[config.mk]
export PLATFORM = sky130hd
export DESIGN_NAME = blk_wlock_mgr
export DESIGN_NICKNAME = d
export VERILOG_FILES = /design/src/rtl/wlock_pkg.sv /design/src/rtl/wlock_range_regs.sv /design/src/rtl/wlock_state_array.sv /design/src/rtl/wlock_step_policy.sv /design/src/rtl/wlock_walker.sv /design/src/rtl/blk_wlock_mgr.sv
export SDC_FILE = /design/constraint.sdc
export NUM_CORES = 1
export LEC_CHECK = 0
export BUFFER_PORTS_ARGS = -buffer_cell sky130_fd_sc_hd__buf_4
export CORE_ASPECT_RATIO = 1.5
export CORE_MARGIN = 3
export CORE_UTILIZATION = 50
export DETAILED_ROUTE_END_ITERATION = 6
export GPL_TIMING_DRIVEN = 0
export PLACE_DENSITY = 0.84
export SYNTH_ARGS = -nofsm -noshare
export SYNTH_HDL_FRONTEND = slang
export SYNTH_SLANG_ARGS = --single-unit
[constraint.sdc]
create_clock -name clk -period 2.2 [get_ports clk]
set_input_delay 0.33 -clock clk [delete_from_list [all_inputs] [get_ports clk]]
set_output_delay 0.33 -clock clk [all_outputs]
set_load 0.005 [all_outputs]
[src/rtl/wlock_pkg.sv]
package wlock_pkg;

  typedef logic [2:0] lk_state_t;
  localparam lk_state_t LK_SEALED = 3'b001;
  localparam lk_state_t LK_LOCKED = 3'b010;
  localparam lk_state_t LK_OPEN   = 3'b100;

  localparam logic [7:0] OPC_OPEN_RANGE = 8'h23;
  localparam logic [7:0] OPC_OPEN_ALL   = 8'h27;
  localparam logic [7:0] OPC_LOCK_RANGE = 8'h2A;
  localparam logic [7:0] OPC_SEAL_RANGE = 8'h2C;

  typedef enum logic [1:0] {
    MODE_OPEN  = 2'd0,
    MODE_LOCK  = 2'd1,
    MODE_SEAL  = 2'd2,
    MODE_ALL   = 2'd3
  } walk_mode_t;

  typedef enum logic [1:0] {
    ACT_WRITE = 2'd0,
    ACT_SKIP  = 2'd1,
    ACT_HALT  = 2'd2
  } step_act_t;

endpackage

[src/rtl/wlock_range_regs.sv]
module wlock_range_regs #(
  parameter int AW = 4,
  parameter int DW = 16
) (
  input  logic          clk,
  input  logic          rst,
  input  logic          start_wr,
  input  logic          end_wr,
  input  logic [DW-1:0] wr_data,
  output logic [AW-1:0] first_o,
  output logic [AW-1:0] last_o
);

  logic [AW-1:0] first_q, last_q;
  logic          unused_hi;

  // The low AW bits are the block index; everything above is dropped.
  assign unused_hi = ^wr_data[DW-1:AW];

  always_ff @(posedge clk) begin
    if (rst) begin
      first_q <= '0;
      last_q  <= '0;
    end else if (start_wr) begin
      first_q <= wr_data[AW-1:0];
      last_q  <= wr_data[AW-1:0];
    end else if (end_wr) begin
      last_q  <= wr_data[AW-1:0];
    end
  end

  assign first_o = first_q;
  assign last_o  = last_q;

endmodule

[src/rtl/wlock_state_array.sv]
module wlock_state_array
  import wlock_pkg::*;
#(
  parameter int AW = 4
) (
  input  logic          clk,
  input  logic          rst,
  input  logic [AW-1:0] rd_idx,
  output lk_state_t     rd_state,
  input  logic          we,
  input  logic [AW-1:0] wr_idx,
  input  lk_state_t     wr_state
);

  localparam int DEPTH = 2 ** AW;

  lk_state_t rd_view [DEPTH];

  // One register per entry, so that a cold reset can set every entry at once.
  for (genvar g = 0; g < DEPTH; g++) begin : g_cell
    lk_state_t cell_q;
    always_ff @(posedge clk) begin
      if (rst) begin
        cell_q <= LK_LOCKED;
      end else if (we && (wr_idx == AW'(g))) begin
        cell_q <= wr_state;
      end
    end
    assign rd_view[g] = cell_q;
  end

  assign rd_state = rd_view[rd_idx];

endmodule

[src/rtl/wlock_step_policy.sv]
module wlock_step_policy
  import wlock_pkg::*;
(
  input  walk_mode_t mode_i,
  input  lk_state_t  cur_i,
  output step_act_t  act_o,
  output lk_state_t  new_o
);

  always_comb begin
    act_o = ACT_WRITE;
    new_o = LK_OPEN;
    unique case (mode_i)
      MODE_OPEN, MODE_ALL: begin
        new_o = LK_OPEN;
        act_o = (cur_i == LK_SEALED) ? ACT_HALT : ACT_WRITE;
      end
      MODE_LOCK: begin
        new_o = LK_LOCKED;
        act_o = (cur_i == LK_SEALED) ? ACT_HALT : ACT_WRITE;
      end
      MODE_SEAL: begin
        new_o = LK_SEALED;
        act_o = (cur_i == LK_OPEN) ? ACT_SKIP : ACT_WRITE;
      end
      default: begin
        act_o = ACT_HALT;
      end
    endcase
  end

endmodule

[src/rtl/wlock_walker.sv]
module wlock_walker
  import wlock_pkg::*;
#(
  parameter int AW      = 4,
  parameter int NUM_BLK = 12,
  parameter int WP_W    = 16
) (
  input  logic            clk,
  input  logic            rst,
  input  logic            cmd_valid,
  input  logic [7:0]      cmd_op,
  input  logic [AW-1:0]   first_i,
  input  logic [AW-1:0]   last_i,
  input  step_act_t       act_i,
  input  lk_state_t       new_state_i,
  output walk_mode_t      mode_o,
  output logic [AW-1:0]   idx_o,
  output logic            wr_en_o,
  output lk_state_t       wr_state_o,
  output logic            busy_o,
  output logic            done_o,
  output logic            err_o,
  output logic [WP_W-1:0] wp_o
);

  localparam logic [AW:0]   LIMIT    = (AW + 1)'(NUM_BLK);
  localparam logic [AW-1:0] LAST_ALL = AW'(NUM_BLK - 1);

  logic            busy_q, done_q, err_q;
  logic [AW-1:0]   idx_q, end_q;
  walk_mode_t      mode_q;
  logic [WP_W-1:0] wp_q;

  logic            known;
  walk_mode_t      dmode;
  logic            oor;

  always_comb begin
    known = 1'b1;
    dmode = MODE_OPEN;
    case (cmd_op)
      OPC_OPEN_RANGE: dmode = MODE_OPEN;
      OPC_OPEN_ALL:   dmode = MODE_ALL;
      OPC_LOCK_RANGE: dmode = MODE_LOCK;
      OPC_SEAL_RANGE: dmode = MODE_SEAL;
      default:        known = 1'b0;
    endcase
  end

  assign oor     = ({1'b0, idx_q} >= LIMIT);
  assign wr_en_o = busy_q && !oor && (act_i == ACT_WRITE);

  always_ff @(posedge clk) begin
    if (rst) begin
      busy_q <= 1'b0;
      done_q <= 1'b0;
      err_q  <= 1'b0;
      idx_q  <= '0;
      end_q  <= '0;
      mode_q <= MODE_OPEN;
      wp_q   <= WP_W'(LK_LOCKED);
    end else begin
      done_q <= 1'b0;
      err_q  <= 1'b0;
      if (busy_q) begin
        if (oor) begin
          err_q  <= 1'b1;
          done_q <= 1'b1;
          busy_q <= 1'b0;
        end else if (act_i == ACT_HALT || idx_q == end_q) begin
          done_q <= 1'b1;
          busy_q <= 1'b0;
        end else begin
          idx_q <= idx_q + 1'b1;
        end
        if (wr_en_o) begin
          wp_q <= WP_W'(new_state_i);
        end
      end else if (cmd_valid && known) begin
        mode_q <= dmode;
        if (dmode == MODE_ALL) begin
          idx_q  <= '0;
          end_q  <= LAST_ALL;
          busy_q <= 1'b1;
        end else if (first_i > last_i) begin
          done_q <= 1'b1;
        end else begin
          idx_q  <= first_i;
          end_q  <= last_i;
          busy_q <= 1'b1;
        end
      end
    end
  end

  assign mode_o     = mode_q;
  assign idx_o      = idx_q;
  assign wr_state_o = new_state_i;
  assign busy_o     = busy_q;
  assign done_o     = done_q;
  assign err_o      = err_q;
  assign wp_o       = wp_q;

endmodule

[src/rtl/blk_wlock_mgr.sv]
module blk_wlock_mgr
  import wlock_pkg::*;
#(
  parameter int BLK_AW  = 4,
  parameter int NUM_BLK = 12,
  parameter int DATA_W  = 16,
  parameter int WP_W    = 16
) (
  input  logic              clk,
  input  logic              rst,
  input  logic              start_wr,
  input  logic              end_wr,
  input  logic [DATA_W-1:0] wr_data,
  input  logic              cmd_valid,
  input  logic [7:0]        cmd_op,
  output logic              busy,
  output logic              done,
  output logic              err,
  output logic [WP_W-1:0]   wp_status
);

  logic [BLK_AW-1:0] first_idx, last_idx, walk_idx;
  lk_state_t         cur_state, next_state, wr_state;
  step_act_t         step_act;
  walk_mode_t        walk_mode;
  logic              wr_en;

  wlock_range_regs #(.AW(BLK_AW), .DW(DATA_W)) u_regs (
    .clk      (clk),
    .rst      (rst),
    .start_wr (start_wr),
    .end_wr   (end_wr),
    .wr_data  (wr_data),
    .first_o  (first_idx),
    .last_o   (last_idx)
  );

  wlock_state_array #(.AW(BLK_AW)) u_array (
    .clk      (clk),
    .rst      (rst),
    .rd_idx   (walk_idx),
    .rd_state (cur_state),
    .we       (wr_en),
    .wr_idx   (walk_idx),
    .wr_state (wr_state)
  );

  wlock_step_policy u_policy (
    .mode_i (walk_mode),
    .cur_i  (cur_state),
    .act_o  (step_act),
    .new_o  (next_state)
  );

  wlock_walker #(.AW(BLK_AW), .NUM_BLK(NUM_BLK), .WP_W(WP_W)) u_walker (
    .clk         (clk),
    .rst         (rst),
    .cmd_valid   (cmd_valid),
    .cmd_op      (cmd_op),
    .first_i     (first_idx),
    .last_i      (last_idx),
    .act_i       (step_act),
    .new_state_i (next_state),
    .mode_o      (walk_mode),
    .idx_o       (walk_idx),
    .wr_en_o     (wr_en),
    .wr_state_o  (wr_state),
    .busy_o      (busy),
    .done_o      (done),
    .err_o       (err),
    .wp_o        (wp_status)
  );

endmodule

==> results of run 1 <==
metal layers:
layer | vias up | global-route usage [%] | wire length, um
met2 | 69 | 38.7 | 4720
li1 | 1363 | - | -
met3 | 28 | 4.70 | 295
met4 | 0 | 14.3 | 383
met5 | - | 0 | 0
met1 | 1388 | 21.2 | 3300
report_power, final:
group | switching, mW | leakage, nW | total (mW) | internal [mW]
combinational | 0.0977 | 1.23 | 0.191 | 0.0938
sequential | 0.00832 | 0.583 | 1.32 | 1.31
clock | 0.467 | 0.0794 | 0.894 | 0.427
total | 0.573 | 1.89 | 2.41 | 1.83
repair_timing:
item / 4_1_cts / 5_1_grt
pin swaps: 8 / 5
gates resized for setup: 12 / 8
buffers inserted: 9 / 5
hold buffers: 0 / 0
cloned: 1 / 0
setup endpoints to repair: 45 / 49
synthesized netlist by cell type, types with 3 or more instances:
| cell type | n |
|---|---|
| dfxtp_1 | 72 |
| mux2i_1 | 42 |
| nand2b_1 | 27 |
| nor2_1 | 27 |
| clkbuf_1 | 17 |
| a21oi_1 | 15 |
| buf_4 | 13 |
| nand2_1 | 13 |
| nor2b_1 | 13 |
| mux4_2 | 12 |
| inv_1 | 11 |
| ha_1 | 10 |
| nand4_4 | 10 |
| o21ai_0 | 7 |
| and2_1 | 6 |
| nand4_1 | 6 |
| nand3b_1 | 5 |
| xor2_1 | 5 |
| a311oi_1 | 4 |
| buf_6 | 4 |
| or2_2 | 4 |
| a22o_1 | 3 |
| mux2_1 | 3 |
| nor3b_1 | 3 |
final timing paths:
check                                     from                           end  slack (ns)  cells after the start
setup reg to reg             u_walker.idx_o[0]             u_walker.idx_o[3]       -0.33                      7
setup / recovery             u_walker.idx_o[0]             u_walker.idx_o[3]       -0.33                      7
hold reg to reg   u_array.g_cell[15].cell_q[1]  u_array.g_cell[15].cell_q[1]        0.44                      1
hold / removal                      wr_data[0]             u_regs.first_o[0]        0.22                      3
registers in the layout (all words and copies together), names as in the netlist:
register / cells
u_walker.end_q: 4
u_walker.done_o: 1
u_walker.wp_o: 3
u_regs.last_o: 4
u_walker.busy_o: 1
u_walker.err_o: 1
u_regs.first_o: 4
u_walker.mode_o: 2
u_array.g_cell.cell_q: 48
u_walker.idx_o: 4
worst max-delay path, stage by stage, from the launching register on:
cell,delay [ns]
dfxtp_2,0.35
buf_8,0.14
buf_12,0.13
mux4_2,0.55
a221oi_4,0.41
nand4bb_4,0.23
a22oi_4,0.29
mux2_4,0.33
layout by cell type (no fill, tap or decap), drive strengths merged, types with 15 or more instances in the layout:
cell type and instances:
dfxtp 72, buf 57, mux2i 42, clkbuf 28, nand2b 27, nor2 27
nand4 16, a21oi 15
stage by stage:
| step | utilization (%) | instance area [um2] | TNS (ns) | std cells | hold WS, ns |
|---|---|---|---|---|---|
| after global routing | 61.0 | 4470 | -13.94 | 522 | 0.229 |
| after CTS | 60.2 | 4410 | -9.65 | 518 | 0.216 |
| after floorplan | - | 3860 | -2.67 | 373 | 0.411 |
| final | 61.0 | 4470 | -10.36 | 522 | 0.223 |
| after global placement | 56.5 | 4140 | -20.96 | 494 | 0.421 |
| after detailed placement | 56.5 | 4140 | -22.00 | 494 | 0.426 |
final cells by class:
class / count / share of cell area, %
clock inverter: 1 / 0.112
timing repair buffer: 36 / 6.38
clock buffer: 13 / 3.33
multi-input combinational: 253 / 48.7
inverter: 11 / 0.924
buffer: 36 / 5.52
tap: 100 / 2.80
sequential: 72 / 32.3
cells by family after synthesis:
| kind of cell | Yosys count | share of synthesized area (%) |
|---|---|---|
| flip-flops | 72 | 37.9 |
| multiplexers | 58 | 19.4 |
| AO/OA/AOI/OAI | 41 | 7.87 |
| other | 1 | 0.0987 |
| adder cells (fa/ha/maj) | 10 | 3.29 |
| buffers and inverters | 48 | 6.88 |
| AND/OR/NAND/NOR | 125 | 23.2 |
| XOR/XNOR | 6 | 1.38 |
==> results.json, run 1 <==
{
  "drc": 0,
  "crit_fanout": 7,
  "end_kind": "flop",
  "drtPass1Iterations": 4,
  "async_reset_ff_share_pct": 0,
  "fmax_mhz": 396,
  "power.density_nw_per_um2": 538,
  "fin_ws_ns": -0.326,
  "status": "finished, violations left",
  "fin_crit_sh_pct": 115,
  "die_height_um": 113,
  "num_rows": 38,
  "critical_path_class": "reg2reg",
  "die_x_um": 77.2,
  "start_util_pct": 51.9,
  "final_nets": 458,
  "netlist_instances": 361,
  "antenna_cells": 0,
  "yosysUniqueCellTypes": 47,
  "relSlewSlack_pct": 47.0,
  "synth_flop_cell": "dfxtp_1",
  "multi_input_area_um2": 2170,
  "hold_violations": 0,
  "rsz0062_at_grt": "true",
  "gp_congestion": 0.932,
  "antenna_left": 0,
  "io_buffer_count": 21,
  "cts_tree": "done",
  "viasPerCell": 5.46,
  "synth_area_um2": 3800,
  "coreArea_um2": 7320,
  "area_delta_synth_final_pct": 17.7,
  "grt_max_degree": 11,
  "dp_slack_ns": -0.538,
  "wl_um": 8710,
  "root_buffer": "clkbuf_8",
  "drt_first_iter_violations": 159,
  "worstPathRequired_ns": 2.45,
  "skew_ns": 0.00885,
  "synth-seq-area-share_pct": 37.9,
  "cap_violations": 0,
  "p_leak_nw": 1.89,
  "violations": "negative setup slack",
  "yosysTopAreaCell": "dfxtp_1",
  "min_path_type": "in2reg",
  "grt_pass1_vias": 2973,
  "antenna_found_initial": 0,
  "pin_count": 48,
  "synth_edf_count": 0,
  "ir_worst_vdd_v": 0.000408,
  "setup_viol": 45,
  "hpwl_um": 6220,
  "dieArea_um2": 8700,
  "fill_cells": 602,
  "seq_area_um2": 1440,
  "cts.sinks": 72,
  "clock_latency_ns": 0.36,
  "finalCriticalPeriod_ns": 2.53,
  "cp.arrival_ns": 2.78,
  "finalPower_mw": 2.41,
  "postSynthAreaPerCell_um2": 10.5,
  "h-tree-depth": 3,
  "overflow": 0,
  "finalMaxSlewViolations": 0,
  "worst_pin_slew_ns": 0.784,
  "wl_per_cell_um": 16.7,
  "cts.path.max_buffers": 2,
  "worstSetupStartpointType": "flop",
  "ys_warn_count": 0,
  "via_count": 2848,
  "drive_gt1_share_pct": 25.4,
  "clkTransAtPathRegs_ns": 0.07,
  "synth.ff_latch_count": 72,
  "synthTopCellsByArea": "dfxtp_1 (38%), mux2i_1 (11%), mux4_2 (7.1%)",
  "globalRouteTotalUtil_pct": 21.2,
  "synth_top_area_share_pct": 37.9,
  "cts_made_buffers": 9,
  "grt_pass1_wl_um": 14200
}
No activity file was read; power rests on OpenSTA's default activity.
==> run 2: changes to the inputs <==
GPL_TIMING_DRIVEN = not set   (was 0)
RECOVER_POWER = 50   (was not set)
==> run 2 against run 1 <==
Against the previous run:
- the flow still finishes with violations (negative setup slack)
- total power shrank 2.2%
- largest cell class unchanged
- die area is the same
- global-route usage shrank 1.3 points
- non-clock buffer count shrank 10
==> results.json, run 2 (synthesis results as in run 1) <==
{
  "status": "finished, violations left",
  "violations": "negative setup slack",
  "antenna_left": 0,
  "cts_hold_buf": 0,
  "critical_path_class": "reg2reg",
  "skew_ns": 0.00546,
  "cp_cell_sequence": "buf_8 > mux4_2 > a221oi_4 > buf_4 > nand4bb_4 > a22oi_4 > mux2_1",
  "p_sw_uw": 547,
  "min_path_type": "in2reg",
  "dieArea_um2": 8700,
  "crit_buf_inv": 2,
  "pin_count": 48,
  "dp_cells": 487,
  "wl_per_cell_um": 16.4,
  "gp_congestion": 0.819,
  "p_leak_nw": 1.90,
  "wl_um": 8410,
  "p_clk_share_pct": 37.3,
  "grt_use_met3_pct": 5.33,
  "drtPass1Iterations": 6,
  "worst_pin_slew_ns": 0.948,
  "fill_cells": 577,
  "hpwl_um": 5970,
  "finalMaxSlewViolations": 0,
  "finalNonFillerCells": 512,
  "overflow": 0,
  "cts_tree": "done",
  "area_delta_synth_final_pct": 18.2,
  "grt_max_degree": 51,
  "hold_depth": 3,
  "root_buffer": "clkbuf_8",
  "clock_latency_ns": 0.35,
  "h-tree-depth": 3,
  "coreArea_um2": 7320,
  "mostFrequentLayoutCell": "dfxtp_1",
  "via_count": 2813,
  "cts.path.max_buffers": 2,
  "globalRouteTotalUtil_pct": 19.9,
  "power.density_nw_per_um2": 524,
  "clkTransAtPathRegs_ns": 0.07,
  "busiest_layer": "met2",
  "drive_gt1_share_pct": 27.9,
  "fin_area_um2": 4490,
  "p_int_mw": 1.81,
  "p_comb_share_pct": 6.7,
  "largest_register_ffs": 48,
  "reg2reg_depth": 7,
  "start_util_pct": 51.9,
  "die_height_um": 113,
  "finalCriticalPeriod_ns": 2.52,
  "cts_made_buffers": 9,
  "grt_pass1_wl_um": 13500,
  "fin_crit_sh_pct": 114,
  "crit_family": "multiplexers",
  "final_cell_mix": "dfxtp_1 (71), buf_4 (49), mux2i_1 (42)",
  "hold_violations": 0,
  "end_kind": "flop",
  "path_depth": 7,
  "drc": 0,
  "utilization_pct": 61.3,
  "dp_slack_ns": -0.429,
  "fin_setup_tns_ns": -10.72,
  "die_x_um": 77.2,
  "worstPathRequired_ns": 2.44,
  "worstSetupStartpointType": "flop",
  "placed_area_um2": 4180,
  "num_rows": 38,
  "grt_util_met1_pct": 19.8,
  "cp.arrival_ns": 2.76,
  "io_buffer_count": 22,
  "critical_path.max_stage_delay_ns": 0.56,
  "viasPerCell": 5.49,
  "setup_viol": 45,
  "rsz0062_at_grt": "true",
  "seq_power_share_pct": 56.1,
  "ir_worst_vdd_v": 0.000503,
  "cts.sinks": 72,
  "use_met2_pct": 37.4,
  "cap_violations": 0,
  "fmax_mhz": 397,
  "drt_first_iter_violations": 94,
  "switching_share_pct": 23.2,
  "fin_hold_ws_ns": 0.224,
  "slowest_stage": "mux4_2",
  "fin_ws_ns": -0.317,
  "final_nets": 448,
  "crit_fanout": 6,
  "grt_pass1_vias": 2863,
  "largest-register": "u_array.g_cell.cell_q",
  "antenna_found_initial": 0,
  "finalPower_mw": 2.35,
  "antenna_cells": 0,
  "relSlewSlack_pct": 36.6
}
## run 2: power by group through the flow
stage          registers [mW]  logic [mW]  clock network (mW)
6_report                 1.32       0.157               0.877
5_1_grt                  1.32       0.176               0.949
4_1_cts                  1.32       0.157               0.890
3_5_place_dp             1.35       0.155                   0
3_3_place_gp             1.35       0.150                   0
2_1_floorplan            1.35       0.115                   0
## run 2: tightest hold or removal path, delay by kind of cell
family        cells  cell delay, ns
simple gates      1            0.07
mux               1            0.05
buf+inv           1            0.08
## run 2: path summary, 6_finish.rpt
check,start,to,slack [ns]
setup reg to reg,u_walker.idx_o[0],u_walker.idx_o[1],-0.32
setup / recovery,u_walker.idx_o[0],u_walker.idx_o[1],-0.32
hold reg to reg,u_array.g_cell[14].cell_q[1],u_array.g_cell[14].cell_q[1],0.44
hold / removal,wr_data[2],u_regs.first_o[2],0.22
## run 2: final cells by class
type	instances	area, um2	area share [%]
Clock buffer	13	149	3.32
Tap cell	100	125	2.79
Clock inverter	1	5.00	0.111
Sequential cell	72	1450	32.2
Multi-Input combinational cell	253	2190	48.7
Inverter	11	41.3	0.919
Timing Repair Buffer	62	539	12.0
## run 2: repair_timing
| item | 4_1_cts | 5_1_grt |
|---|---|---|
| setup endpoints to repair | 45 | 45 |
| gates resized for setup | 5 | 14 |
| buffers inserted | 6 | 5 |
| pin swaps | 8 | 14 |
## run 2: metal layers
metal	wire length, um	part of all wire [%]	up-vias
met5	0	0	-
li1	-	-	1347
met4	276	3.3	0
met3	340	4.0	23
met1	3160	38	1368
met2	4630	55	75
==> run 3: changes to the inputs <==
ABC_AREA = 1   (was not set)
==> run 3 against run 2 <==
Against the previous run:
- the flow now finishes without violations
- via count up 39%
- synthesized cell count up 71%
- core utilization down 3.6 points
- cell count up 45%
- fmax up 22%
- setup slack better by 0.45 ns
- global-route usage up 2.9 points
- total power up 24%
- largest power group is now clock
==> results.json, run 3 <==
{
  "yosysTopAreaCell": "dfxtp_1",
  "gp_congestion": 0.938,
  "hold_violations": 0,
  "drtPass1Iterations": 5,
  "cp.arrival_ns": 2.26,
  "via_count": 3922,
  "synthTopCellsByCount": "nand2_1 (158), nor2_1 (98), inv_1 (77)",
  "synth_edf_count": 0,
  "largest_register_ffs": 48,
  "fmax_mhz": 483,
  "die_x_um": 80.2,
  "rr_startpoint": "u_walker.idx_o[0]",
  "synthTopCellsByArea": "dfxtp_1 (35%), nand2_1 (14%), nor2_1 (8.9%)",
  "p_int_mw": 2.27,
  "cts_hold_buf": 0,
  "cts_tree": "done",
  "cp_cell_sequence": "inv_2 > buf_12 > nand2_1 > nand3_1 > nand2_1 > nand2_1 > nand2_2 > nor2_4 > nand2_1 > nor2_4 > nor2_8 > buf_4 > nand3_1 > a21oi_1",
  "antenna_cells": 0,
  "grt_pass1_wl_um": 16800,
  "status": "complete, no violations",
  "ys_warn_count": 0,
  "yosysUniqueCellTypes": 35,
  "r2r_end": "u_walker.wp_o[2]",
  "worstPathRequired_ns": 2.39,
  "postSynthAreaPerCell_um2": 6.70,
  "largest-register": "u_array.g_cell.cell_q",
  "critical_path.max_stage_delay_ns": 0.33,
  "drive_gt1_share_pct": 13.4,
  "fin_crit_sh_pct": 94.2,
  "setup_viol": 0,
  "h-tree-depth": 3,
  "end_kind": "flop",
  "wl_um": 9930,
  "finalPower_mw": 2.93,
  "seq_power_share_pct": 45.2,
  "ir_worst_vdd_v": 0.000653,
  "crit_buf_inv": 3,
  "mostFrequentLayoutCell": "nand2_1",
  "critical_path_class": "reg2reg",
  "async_reset_ff_share_pct": 0,
  "switching_share_pct": 22.3,
  "synth.ff_latch_count": 72,
  "p_sw_uw": 653,
  "grt_max_degree": 31,
  "io_buffer_count": 22,
  "p_clk_share_pct": 49.6,
  "cts.sinks": 72,
  "grt_util_met1_pct": 24.0,
  "overflow": 0,
  "viasPerCell": 5.29,
  "cts.path.max_buffers": 2,
  "busiest_layer": "met2",
  "hold_depth": 3,
  "skew_ns": 0.00483,
  "wl_per_cell_um": 13.4,
  "relSlewSlack_pct": 52.8,
  "coreArea_um2": 8010,
  "hold_end": "u_regs.first_o[1]",
  "finalCriticalPeriod_ns": 2.07,
  "num_rows": 40,
  "cap_violations": 0,
  "final_cell_mix": "nand2_1 (157), nor2_1 (98), inv_1 (77)",
  "grt_pass1_vias": 3755,
  "synth_area_um2": 4130,
  "crit_fanout": 23,
  "clkTransAtPathRegs_ns": 0.05,
  "fin_setup_tns_ns": 0,
  "antenna_left": 0,
  "p_comb_share_pct": 5.2,
  "hpwl_um": 7020,
  "cts_made_buffers": 9,
  "netlist_instances": 616,
  "min_path_type": "in2reg",
  "finalMaxSlewViolations": 0,
  "use_met2_pct": 40.5,
  "synth_flop_cell": "dfxtp_1",
  "crit_family": "simple AND/OR/NAND/NOR gates",
  "clock_latency_ns": 0.34,
  "start_util_pct": 51.5,
  "hp-start": "wr_data[1]",
  "rsz0062_at_grt": "false",
  "globalRouteTotalUtil_pct": 22.8,
  "synth.most_common_cell": "nand2_1",
  "drc": 0,
  "final_nets": 670,
  "p_leak_nw": 2.49,
  "dieArea_um2": 9400,
  "crit_path_frequent_cell": "nand2_1",
  "pin_count": 48,
  "power.density_nw_per_um2": 633,
  "synth_top_area_share_pct": 34.9,
  "grt_use_met3_pct": 3.91,
  "worstSetupStartpointType": "flop",
  "drt_first_iter_violations": 479,
  "die_height_um": 117,
  "regToRegSetupSlack_ns": 0.13,
  "synth-seq-area-share_pct": 34.9,
  "slowest_stage": "dfxtp_2",
  "worst_pin_slew_ns": 0.707,
  "antenna_found_initial": 0,
  "area_delta_synth_final_pct": 12.0,
  "reg2reg_depth": 14,
  "fin_hold_ws_ns": 0.222,
  "root_buffer": "clkbuf_16"
}
-- run 3: changes by cell type in the layout (fill, tap and decap cells not counted), sizes merged, moves of 24 or more --
cell and delta:
nand2 +150, nor2 +82, inv +68, nand3 +50, mux2i -42, buf -31
nand2b -27, nand4 +24
-- run 3: kinds of logic after synthesis --
kind of cell / share of synthesized area [%]
buffers and inverters: 14.4
AND/OR/NAND/NOR: 42.0
XOR/XNOR: 1.06
AO/OA/AOI/OAI: 4.55
other: 0.0908
flip-flops: 34.9
adder cells (fa/ha/maj): 3.03
-- run 3: worst reg2reg max path, cell delays in order, from the launching register on --
cell	delay, ns
dfxtp_2	0.33
inv_2	0.09
buf_12	0.17
nand2_1	0.08
nand3_1	0.08
nand2_1	0.13
nand2_1	0.12
nand2_2	0.09
nor2_4	0.14
nand2_1	0.10
nor2_4	0.16
nor2_8	0.07
buf_4	0.16
nand3_1	0.10
a21oi_1	0.08
-- run 3: metal layers --
layer	vias to the layer above	routed length, um	part of all wire [%]
met1	1788	3680	37
met2	153	5070	51
met5	-	0	0
li1	1937	-	-
met4	0	591	6.0
met3	44	584	5.9
-- run 3: how the worst max path moves through the flow --
stage / from / end / slack [ns] / cells past startpoint
CTS: u_walker.idx_o[2] / u_array.g_cell[0].cell_q[0] / 0.04 / 11
floorplan: u_walker.idx_o[0] / u_array.g_cell[2].cell_q[1] / 0.39 / 13
global placement: u_walker.idx_o[2] / u_array.g_cell[0].cell_q[0] / 0.16 / 11
finish: u_walker.idx_o[0] / u_walker.wp_o[2] / 0.13 / 14
global route: u_walker.idx_o[0] / u_walker.idx_o[2] / 0.005 / 14
detailed placement: u_walker.idx_o[0] / u_array.g_cell[0].cell_q[0] / 0.11 / 14
-- run 3: repair_timing --
item                                    in CTS  in global routing
resized for setup                            0                  8
buffers inserted                             0                  0
endpoints found under the setup margin       0                 30
-- run 3: layout make-up --
cell class,count,area (um2)
clock buffer,10,239
tap,105,131
sequential,72,1440
fill,716,3390
multi-input combinational,432,2140
timing repair buffer,36,308
inverter,80,300
clock inverter,6,58.8
-- run 3: power groups by stage --
stage               Clock, mW  Sequential (mW)  Combinational [mW]
floorplan                   0             1.35               0.118
global route             1.52             1.32               0.174
global placement            0             1.35               0.145
finish                   1.45             1.32               0.152
detailed placement          0             1.35               0.151
CTS                      1.46             1.32               0.151
-- run 3: stage by stage --
step | setup slack [ns] | utilization (%) | cells | cell area, um2
after detailed placement | 0.109 | 53.8 | 725 | 4310
after global placement | 0.159 | 53.8 | 725 | 4310
final | 0.129 | 57.7 | 741 | 4620
after CTS | 0.0398 | 57.5 | 741 | 4600
after floorplan | 0.385 | - | 628 | 4170
after global routing | 0.00487 | 57.7 | 741 | 4620
